<file path="config.mk">
export PLATFORM = sky130hd
export DESIGN_NAME = scan_tap
export DESIGN_NICKNAME = d
export VERILOG_FILES = /design/src/rtl/scan_tap_pkg.sv /design/src/rtl/scan_tap_fsm.sv /design/src/rtl/scan_tap_ir.sv /design/src/rtl/scan_tap_bsr.sv /design/src/rtl/scan_tap.sv
export SDC_FILE = /design/constraint.sdc
export NUM_CORES = 1
export LEC_CHECK = 0
export BUFFER_PORTS_ARGS = -buffer_cell sky130_fd_sc_hd__buf_4
export CAP_MARGIN = 20
export CORE_ASPECT_RATIO = 0.6
export CORE_UTILIZATION = 25
export DETAILED_ROUTE_END_ITERATION = 8
export GPL_TIMING_DRIVEN = 0
export SLEW_MARGIN = 20
export SYNTH_ARGS = -nofsm -noshare
export SYNTH_HDL_FRONTEND = slang
export SYNTH_SLANG_ARGS = --single-unit
export TNS_END_PERCENT = 5
</file>
<file path="constraint.sdc">
create_clock -name tck -period 1.9 [get_ports tck]
set_input_delay 0.285 -clock tck [delete_from_list [all_inputs] [get_ports tck]]
set_output_delay 0.285 -clock tck [all_outputs]
set_load 0.005 [all_outputs]
</file>
<file path="src/rtl/scan_tap_pkg.sv">
package scan_tap_pkg;

   typedef enum logic [3:0] {
      ST_RESET   = 4'h0,
      ST_IDLE    = 4'h1,
      ST_SEL_DR  = 4'h2,
      ST_CAP_DR  = 4'h3,
      ST_SH_DR   = 4'h4,
      ST_EX1_DR  = 4'h5,
      ST_PAU_DR  = 4'h6,
      ST_EX2_DR  = 4'h7,
      ST_UPD_DR  = 4'h8,
      ST_SEL_IR  = 4'h9,
      ST_CAP_IR  = 4'hA,
      ST_SH_IR   = 4'hB,
      ST_EX1_IR  = 4'hC,
      ST_PAU_IR  = 4'hD,
      ST_EX2_IR  = 4'hE,
      ST_UPD_IR  = 4'hF
   } tap_state_t;

   localparam int unsigned IR_W = 3;

   localparam logic [IR_W-1:0] INS_EXTEST = 3'b000;
   localparam logic [IR_W-1:0] INS_IDCODE = 3'b001;
   localparam logic [IR_W-1:0] INS_SAMPLE = 3'b010;
   localparam logic [IR_W-1:0] INS_CLAMP  = 3'b011;
   localparam logic [IR_W-1:0] INS_HIGHZ  = 3'b100;
   localparam logic [IR_W-1:0] INS_BYPASS = 3'b111;

   localparam logic [IR_W-1:0] IR_CAPTURE = 3'b001;

   typedef struct packed {
      logic sel_bsr;
      logic sel_id;
      logic sel_byp;
      logic drive_hold;
      logic pads_off;
   } ins_ctl_t;

   function automatic ins_ctl_t decode_ins(input logic [IR_W-1:0] code);
      ins_ctl_t c;
      c = '0;
      case (code)
         INS_EXTEST: begin
            c.sel_bsr    = 1'b1;
            c.drive_hold = 1'b1;
         end
         INS_SAMPLE: c.sel_bsr = 1'b1;
         INS_IDCODE: c.sel_id  = 1'b1;
         INS_CLAMP: begin
            c.sel_byp    = 1'b1;
            c.drive_hold = 1'b1;
         end
         INS_HIGHZ: begin
            c.sel_byp  = 1'b1;
            c.pads_off = 1'b1;
         end
         default: c.sel_byp = 1'b1;
      endcase
      return c;
   endfunction

endpackage

</file>
<file path="src/rtl/scan_tap_fsm.sv">
module scan_tap_fsm
   import scan_tap_pkg::*;
(
   input  logic       tck,
   input  logic       rst_n,
   input  logic       tms,
   output tap_state_t state
);

   tap_state_t nxt;

   always_comb begin
      nxt = state;
      case (state)
         ST_RESET:  nxt = tms ? ST_RESET  : ST_IDLE;
         ST_IDLE:   nxt = tms ? ST_SEL_DR : ST_IDLE;
         ST_SEL_DR: nxt = tms ? ST_SEL_IR : ST_CAP_DR;
         ST_CAP_DR: nxt = tms ? ST_EX1_DR : ST_SH_DR;
         ST_SH_DR:  nxt = tms ? ST_EX1_DR : ST_SH_DR;
         ST_EX1_DR: nxt = tms ? ST_UPD_DR : ST_PAU_DR;
         ST_PAU_DR: nxt = tms ? ST_EX2_DR : ST_PAU_DR;
         ST_EX2_DR: nxt = tms ? ST_UPD_DR : ST_SH_DR;
         ST_UPD_DR: nxt = tms ? ST_SEL_DR : ST_IDLE;
         ST_SEL_IR: nxt = tms ? ST_RESET  : ST_CAP_IR;
         ST_CAP_IR: nxt = tms ? ST_EX1_IR : ST_SH_IR;
         ST_SH_IR:  nxt = tms ? ST_EX1_IR : ST_SH_IR;
         ST_EX1_IR: nxt = tms ? ST_UPD_IR : ST_PAU_IR;
         ST_PAU_IR: nxt = tms ? ST_EX2_IR : ST_PAU_IR;
         ST_EX2_IR: nxt = tms ? ST_UPD_IR : ST_SH_IR;
         ST_UPD_IR: nxt = tms ? ST_SEL_DR : ST_IDLE;
         default:   nxt = ST_RESET;
      endcase
   end

   always_ff @(posedge tck or negedge rst_n) begin
      if (!rst_n) state <= ST_RESET;
      else        state <= nxt;
   end

endmodule

</file>
<file path="src/rtl/scan_tap_ir.sv">
module scan_tap_ir
   import scan_tap_pkg::*;
(
   input  logic            tck,
   input  logic            rst_n,
   input  logic            tdi,
   input  logic            in_reset,
   input  logic            cap,
   input  logic            shift,
   input  logic            upd,
   output logic            so,
   output logic [IR_W-1:0] active,
   output ins_ctl_t        ctl
);

   logic [IR_W-1:0] sr;

   always_ff @(posedge tck or negedge rst_n) begin
      if (!rst_n)     sr <= '0;
      else if (cap)   sr <= IR_CAPTURE;
      else if (shift) sr <= {tdi, sr[IR_W-1:1]};
   end

   always_ff @(negedge tck or negedge rst_n) begin
      if (!rst_n)        active <= INS_IDCODE;
      else if (in_reset) active <= INS_IDCODE;
      else if (upd)      active <= sr;
   end

   assign so  = sr[0];
   assign ctl = decode_ins(active);

endmodule

</file>
<file path="src/rtl/scan_tap_bsr.sv">
module scan_tap_bsr #(
   parameter int unsigned N_IN  = 8,
   parameter int unsigned N_OUT = 8
) (
   input  logic             tck,
   input  logic             rst_n,
   input  logic             tdi,
   input  logic             cap,
   input  logic             shift,
   input  logic             upd,
   input  logic             sel,
   input  logic             drive_hold,
   input  logic             pads_off,
   input  logic [N_IN-1:0]  pin_in,
   input  logic [N_OUT-1:0] core_out,
   input  logic             core_oe,
   output logic [N_OUT-1:0] pad_out,
   output logic             pad_oe,
   output logic             so
);

   localparam int unsigned LEN    = N_IN + N_OUT + 1;
   localparam int unsigned HOLD_W = N_OUT + 1;
   localparam int unsigned IN_LO  = N_OUT + 1;

   logic [LEN-1:0]    sr;
   logic [LEN-1:0]    cap_vec;
   logic [HOLD_W-1:0] hold;

   assign cap_vec[0] = pad_oe;

   for (genvar i = 0; i < N_OUT; i++) begin : g_out_cell
      assign cap_vec[1+i] = pad_out[i];
   end

   for (genvar j = 0; j < N_IN; j++) begin : g_in_cell
      assign cap_vec[IN_LO+j] = pin_in[j];
   end

   always_ff @(posedge tck or negedge rst_n) begin
      if (!rst_n)              sr <= '0;
      else if (sel && cap)     sr <= cap_vec;
      else if (sel && shift)   sr <= {tdi, sr[LEN-1:1]};
   end

   always_ff @(negedge tck or negedge rst_n) begin
      if (!rst_n)          hold <= '0;
      else if (sel && upd) hold <= sr[HOLD_W-1:0];
   end

   always_comb begin
      if (drive_hold) begin
         pad_out = hold[HOLD_W-1:1];
         pad_oe  = hold[0];
      end else begin
         pad_out = core_out;
         pad_oe  = core_oe;
      end
      if (pads_off) pad_oe = 1'b0;
   end

   assign so = sr[0];

endmodule

</file>
<file path="src/rtl/scan_tap.sv">
module scan_tap
   import scan_tap_pkg::*;
#(
   parameter int unsigned N_IN       = 8,
   parameter int unsigned N_OUT      = 8,
   parameter logic [10:0] ID_MAKER   = 11'h000,
   parameter logic [15:0] ID_PART    = 16'h0000,
   parameter logic [3:0]  ID_VERSION = 4'h0,
   parameter bit          USE_TRST   = 1'b1
) (
   input  logic             tck,
   input  logic             trst_n,
   input  logic             tms,
   input  logic             tdi,
   output logic             tdo,
   output logic             tdo_en,
   input  logic [N_IN-1:0]  pin_in,
   input  logic [N_OUT-1:0] core_out,
   input  logic             core_oe,
   output logic [N_OUT-1:0] pad_out,
   output logic             pad_oe
);

   localparam int unsigned ID_W    = 32;
   localparam logic [ID_W-1:0] ID_WORD = {ID_VERSION, ID_PART, ID_MAKER, 1'b1};

   if (N_IN < 1) begin : g_bad_in
      $error("scan_tap: N_IN must be at least 1");
   end
   if (N_OUT < 1) begin : g_bad_out
      $error("scan_tap: N_OUT must be at least 1");
   end

   logic rst_n;
   if (USE_TRST) begin : g_trst
      assign rst_n = trst_n;
   end else begin : g_no_trst
      assign rst_n = 1'b1;
   end

   tap_state_t      state;
   logic [IR_W-1:0] ir_active;
   ins_ctl_t        ctl;
   logic            ir_so, bsr_so, dr_so;
   logic            byp_q;
   logic [ID_W-1:0] id_sr;
   logic            in_reset, cap_dr, sh_dr, upd_dr, cap_ir, sh_ir, upd_ir;

   assign in_reset = (state == ST_RESET);
   assign cap_dr   = (state == ST_CAP_DR);
   assign sh_dr    = (state == ST_SH_DR);
   assign upd_dr   = (state == ST_UPD_DR);
   assign cap_ir   = (state == ST_CAP_IR);
   assign sh_ir    = (state == ST_SH_IR);
   assign upd_ir   = (state == ST_UPD_IR);

   scan_tap_fsm u_fsm (
      .tck   (tck),
      .rst_n (rst_n),
      .tms   (tms),
      .state (state)
   );

   scan_tap_ir u_ir (
      .tck      (tck),
      .rst_n    (rst_n),
      .tdi      (tdi),
      .in_reset (in_reset),
      .cap      (cap_ir),
      .shift    (sh_ir),
      .upd      (upd_ir),
      .so       (ir_so),
      .active   (ir_active),
      .ctl      (ctl)
   );

   scan_tap_bsr #(
      .N_IN  (N_IN),
      .N_OUT (N_OUT)
   ) u_bsr (
      .tck        (tck),
      .rst_n      (rst_n),
      .tdi        (tdi),
      .cap        (cap_dr),
      .shift      (sh_dr),
      .upd        (upd_dr),
      .sel        (ctl.sel_bsr),
      .drive_hold (ctl.drive_hold),
      .pads_off   (ctl.pads_off),
      .pin_in     (pin_in),
      .core_out   (core_out),
      .core_oe    (core_oe),
      .pad_out    (pad_out),
      .pad_oe     (pad_oe),
      .so         (bsr_so)
   );

   always_ff @(posedge tck or negedge rst_n) begin
      if (!rst_n)                     byp_q <= 1'b0;
      else if (ctl.sel_byp && cap_dr) byp_q <= 1'b0;
      else if (ctl.sel_byp && sh_dr)  byp_q <= tdi;
   end

   always_ff @(posedge tck or negedge rst_n) begin
      if (!rst_n)                    id_sr <= '0;
      else if (ctl.sel_id && cap_dr) id_sr <= ID_WORD;
      else if (ctl.sel_id && sh_dr)  id_sr <= {tdi, id_sr[ID_W-1:1]};
   end

   always_comb begin
      if (ctl.sel_bsr)     dr_so = bsr_so;
      else if (ctl.sel_id) dr_so = id_sr[0];
      else                 dr_so = byp_q;
   end

   always_ff @(negedge tck or negedge rst_n) begin
      if (!rst_n) begin
         tdo    <= 1'b0;
         tdo_en <= 1'b0;
      end else begin
         tdo_en <= sh_ir | sh_dr;
         if (sh_ir)      tdo <= ir_so;
         else if (sh_dr) tdo <= dr_so;
      end
   end

endmodule

</file>
======== After elaboration in Yosys (flattened, before gate mapping) ========
Index checks and enable logic that the tools add are counted.
word-level totals
  word-level logic and storage cells ...... 85
  bits of input ports ..................... 21
  bits in registers ....................... 71
operators by class
  reduce and logical (&&, ||, !) cells .... 21
  equal/unequal tests ..................... 19
  bitwise operators ....................... 1
  mux-type cells .......................... 35
operators with widths
  cell                                                              number
  32-bit 2-to-1 mux                                                 2
  4-bit case mux with 12 select lines                               1
  17-bit 2-to-1 mux                                                 2
  4-bit == test (second input constant)                             8
  3-bit 2-to-1 mux                                                  6
  4-bit by 3-bit == test with 1-bit output (second input constant)  4
  1-bit 2-to-1 mux                                                  16
  4-bit 2-to-1 mux                                                  4
  2-bit nonzero test                                                6
  4-bit by 2-bit == test with 1-bit output (second input constant)  2
  8-bit 2-to-1 mux                                                  1
  2-bit OR reduction                                                4
  1-bit logical AND                                                 7
  3-bit by 2-bit == test with 1-bit output (second input constant)  2
  2-bit 2-to-1 mux                                                  3
  3-bit OR reduction                                                2
  4-bit by 1-bit == test with 1-bit output (second input constant)  1
  4-bit logical NOT                                                 1
  3-bit by 1-bit == test with 1-bit output (second input constant)  1
  3-bit == test (second input constant)                             1
  3-bit logical NOT                                                 1
  1-bit OR                                                          1

======== Logic depth before layout (Yosys ltp) ========
  depth in word-level cells ............... 6
  gate-level depth with buffers ........... 7

======== Hierarchy ========
Synthesis repeated with hierarchy kept, for this count alone.
second synthesis, totals
  cell total of the unflattened synthesis .. 311
  area total of the unflattened synthesis .. 3484.6 sq um
modules (own cells, without submodules)
  module        area each (sq um)  cells an instance  sequential area each (sq um)  instances
  scan_tap      1626.6             143                875.8                         1
  scan_tap_bsr  1263.7             106                650.6                         1
  scan_tap_fsm  314.1              37                 100.1                         1
  scan_tap_ir   280.3              25                 151.4                         1

==> metrics.txt <==
# TYPE chip_impl_metric gauge
chip_impl_info{name="run_status",value="finished with violations"} 1
chip_impl_info{name="violations",value="setup timing"} 1
chip_impl_metric{name="number_of_clock_sinks",unit=""} 71
chip_impl_metric{name="finish.instance_area",unit="sq um"} 4550
chip_impl_info{name="critical-path-top-delay-family",value="buffers and inverters"} 1
chip_impl_metric{name="synth-seq-cells",unit=""} 71
chip_impl_metric{name="drt_iter0_drc",unit=""} 167
chip_impl_metric{name="post-route-drc-count",unit=""} 0
chip_impl_metric{name="synth_fp_nets",unit=""} 376
chip_impl_metric{name="floorplan.die_area",unit="sq um"} 14300
chip_impl_metric{name="gpl.final_weighted_congestion",unit=""} 0.763
chip_impl_info{name="post-synth-top-area-cell",value="dfrtp_1"} 1
chip_impl_metric{name="clkSlewWorstSetupHoldPaths",unit="ns"} 0.06
chip_impl_metric{name="cp_data_arrival_time",unit="ns"} 2.74
chip_impl_metric{name="synth-seq-area-share",unit="%"} 51.7
chip_impl_info{name="worstSetupPathType",value="flip-flop to primary output"} 1
chip_impl_metric{name="boundaryPins",unit=""} 32
chip_impl_metric{name="max-clock-path-buffers",unit=""} 2
chip_impl_metric{name="drt-wirelength-per-cell",unit="microns"} 13.6
chip_impl_info{name="most_common_cell_after_layout_fill_and_taps_aside",value="nand2_1"} 1
chip_impl_info{name="worstPathCellList",value="buf_2 -> xor2_2 -> nor2_4 -> buf_12 -> mux2i_4 -> inv_1 -> buf_6"} 1
chip_impl_metric{name="final_layout_size_suffix_gt1_share",unit="%"} 30.8
chip_impl_metric{name="die-width",unit="microns"} 153
chip_impl_metric{name="ctsHtreeMaxLevel",unit=""} 3
chip_impl_metric{name="worst_pin_slew",unit="ns"} 0.898
chip_impl_metric{name="synth.lib_cells_used.distinct",unit=""} 46
chip_impl_info{name="layout_common_cells",value="nand2_1, dfrtp_1, o21ai_0, buf_4, buf_6"} 1
chip_impl_metric{name="synth_async_sr_flop_share",unit="%"} 100
chip_impl_info{name="worstHoldPathType",value="primary input to asynchronous set/reset pin"} 1
chip_impl_metric{name="avgSynthCellArea",unit="sq um"} 9.69
chip_impl_metric{name="diode_insertion_count_for_antenna_repair",unit=""} 0
chip_impl_metric{name="power_leakage",unit="nW"} 1.95
chip_impl_info{name="cts_tree",value="done"} 1
chip_impl_metric{name="worst_skew_pair.late_latency",unit="ns"} 0.38
chip_impl_metric{name="fin_nets",unit=""} 425
chip_impl_metric{name="grt_first_pass_wirelength",unit="microns"} 13400
chip_impl_metric{name="placement.cell_area",unit="sq um"} 3890
chip_impl_metric{name="worst-endpoint-required",unit="ns"} 1.62
chip_impl_metric{name="worst_path_maximum_fanout",unit=""} 8
chip_impl_metric{name="drv_cap",unit=""} 0
chip_impl_metric{name="power.ir.vdd_worst",unit="mV"} 0.600
chip_impl_metric{name="synth_top_area_share",unit="%"} 41.5
chip_impl_metric{name="num_vias",unit=""} 2695
chip_impl_metric{name="total_global_routing_track_utilization",unit="%"} 12.2
chip_impl_metric{name="setup_viol_count_final",unit=""} 75
chip_impl_metric{name="timing.max_slew.rel_slack",unit="%"} 40.1
chip_impl_metric{name="power.total",unit="mW"} 6.56
chip_impl_metric{name="core.rowCount",unit=""} 32
chip_impl_metric{name="first_global_vias",unit=""} 2632
chip_impl_metric{name="synth-edff-count",unit=""} 0
chip_impl_info{name="synth_ff_type",value="dfrtp_1"} 1
chip_impl_metric{name="dpl.hpwl",unit="microns"} 5410
chip_impl_metric{name="final_antenna_net_count",unit=""} 0
chip_impl_metric{name="grt_antenna_before_repair",unit=""} 0
chip_impl_metric{name="p_r_area_growth_vs_syn",unit="%"} 32.1
chip_impl_metric{name="global_route.overflow_total",unit=""} 0
chip_impl_info{name="timing.critical_path.slowest_stage_cell",value="dfrtn_1"} 1
chip_impl_metric{name="chipHeight",unit="microns"} 92.9
chip_impl_metric{name="detailedRoute.firstPassIterationCount",unit=""} 4
chip_impl_metric{name="ys_warn_count",unit=""} 0
chip_impl_metric{name="clock-skew-final",unit="ns"} 0.0541
chip_impl_metric{name="finalHoldViolCount",unit=""} 0
chip_impl_metric{name="grt_max_degree",unit=""} 72
chip_impl_metric{name="n_fill_cell",unit=""} 1325
chip_impl_metric{name="synth_cells",unit=""} 355
chip_impl_metric{name="power.density_cell_area",unit="nW/um^2"} 1440
chip_impl_info{name="netlist_top_cells_area",value="dfrtp_1, dfrtn_1, nand2_1, o21ai_0, buf_6"} 1
chip_impl_metric{name="critical_path_buf_inv_count",unit=""} 4
chip_impl_info{name="timing.critical_path.to_type",value="primary output"} 1
chip_impl_metric{name="number_of_cts_inserted_buffers",unit=""} 9
chip_impl_metric{name="critPathMaxStageDelay",unit="ns"} 0.38
chip_impl_metric{name="core_area",unit="sq um"} 13100
chip_impl_metric{name="detailedPlace.worstSlack",unit="ns"} -0.911
chip_impl_info{name="startpoint_type",value="flip-flop"} 1
chip_impl_metric{name="synth.cell_area",unit="sq um"} 3440
chip_impl_metric{name="finalWirelength",unit="microns"} 7880
chip_impl_info{name="ctsRootBufferMaster",value="clkbuf_16"} 1
chip_impl_metric{name="slew_viol_final",unit=""} 0
chip_impl_info{name="rsz0062_at_grt",value="yes"} 1
chip_impl_metric{name="initial_core_util",unit="%"} 26.2
chip_impl_metric{name="numPortBuffers",unit=""} 30
chip_impl_metric{name="via_per_inst",unit=""} 4.65
chip_impl_metric{name="worst_slack",unit="ns"} -1.12
==> cells in the mapped netlist, types with 3 or more instances <==
master,number
o21ai_0,44
mux2i_1,10
a21oi_1,10
nand3_1,3
clkbuf_1,8
dfrtp_1,57
a22o_1,3
buf_6,11
o22ai_1,11
nor3_1,11
nand2_1,81
nor2_1,18
inv_1,14
buf_2,4
a211oi_1,9
nor2b_1,3
mux2_2,10
dfrtn_1,13
nand2b_1,3
==> per-stage QoR <==
step	util, %	hold slack [ns]	std cells	setup TNS, ns
2_1_floorplan	-	-0.0106	355	-32.77
4_1_cts	34.4	0.109	580	-46.69
3_3_place_gp	29.6	0.450	555	-46.72
3_5_place_dp	29.6	0.456	555	-47.67
5_1_grt	34.6	0.165	579	-51.13
6_report	34.6	0.0480	579	-43.86
==> final timing paths <==
path                                     start        endpoint  slack (ns)  depth (start not counted)
worst max-delay path            u_ir.active[1]      pad_out[6]       -1.12                          7
worst min-delay path                    trst_n  u_fsm.state[2]        0.05                          1
worst max register to register  u_ir.active[1]     u_bsr.sr[8]       -0.66                          7
worst min register to register        id_sr[5]        id_sr[5]        0.48                          2
max in group asynchronous               trst_n   u_bsr.hold[2]        0.38                          1
min in group tck                     pin_in[5]    u_bsr.sr[14]        0.24                          3
==> area by class of cell <==
cell class	count	area (sq um)	share of cell area, %
timing repair buffer	39	339	7.46
clock inverter	5	51.3	1.13
sequential	71	1780	39.1
tap	170	213	4.68
clock buffer	12	289	6.36
inverter	13	48.8	1.07
buffer	25	219	4.82
multi-input combinational	244	1610	35.4
==> worst register-to-register path, delay by kind of cell, from the launching register on <==
family                 cells  cell delay (ns)
AND/OR/NAND/NOR            1             0.06
flip-flops                 1             0.38
AO/OA/AOI/OAI              1             0.17
buffers and inverters      3             0.52
XOR/XNOR                   1             0.20
multiplexers               1             0.21
==> power by group <==
part	switching (mW)	leakage (nW)	internal, mW
logic	1.30	0.861	1.16
clock network	0.648	0.170	1.21
registers	0.291	0.920	1.95
total	2.24	1.95	4.32
==> repair_timing <==
| item | CTS | global route |
|---|---|---|
| endpoints found under the setup margin | 75 | 75 |
| hold buffers | 0 | 0 |
| pin swaps | 4 | 2 |
| buffers inserted | 9 | 0 |
| gates resized for setup | 52 | 17 |
==> routing by layer <==
metal / vias to the layer above / routed length (microns) / global-route usage, %
met2: 51 / 3220 / 16.5
met4: 0 / 123 / 4.92
met5: - / 0 / 0
met3: 13 / 404 / 3.46
met1: 1321 / 4130 / 17.8
li1: 1310 / - / -
==> logic make-up (layout without fill, tap and decap cells) <==
logic type	count (synthesis)	in the layout	synth area share, %
muxes	21	21	6.62
and+or+nand+nor	132	132	18.0
DFF	71	71	51.7
xor gates and xnor gates	2	2	0.509
AOI/OAI and AO/OA	89	89	16.1
buffers and inverters	40	94	7.13
==> registers in the layout, indices dropped and copies added, names as in the netlist <==
| register | flops |
|---|---|
| u_fsm.state | 4 |
| u_ir.active | 3 |
| byp_q | 1 |
| u_bsr.sr | 17 |
| id_sr | 32 |
| u_bsr.hold | 9 |
| tdo_en | 1 |
| u_ir.sr | 3 |
| tdo | 1 |
(Power assumes the default switching activity.)
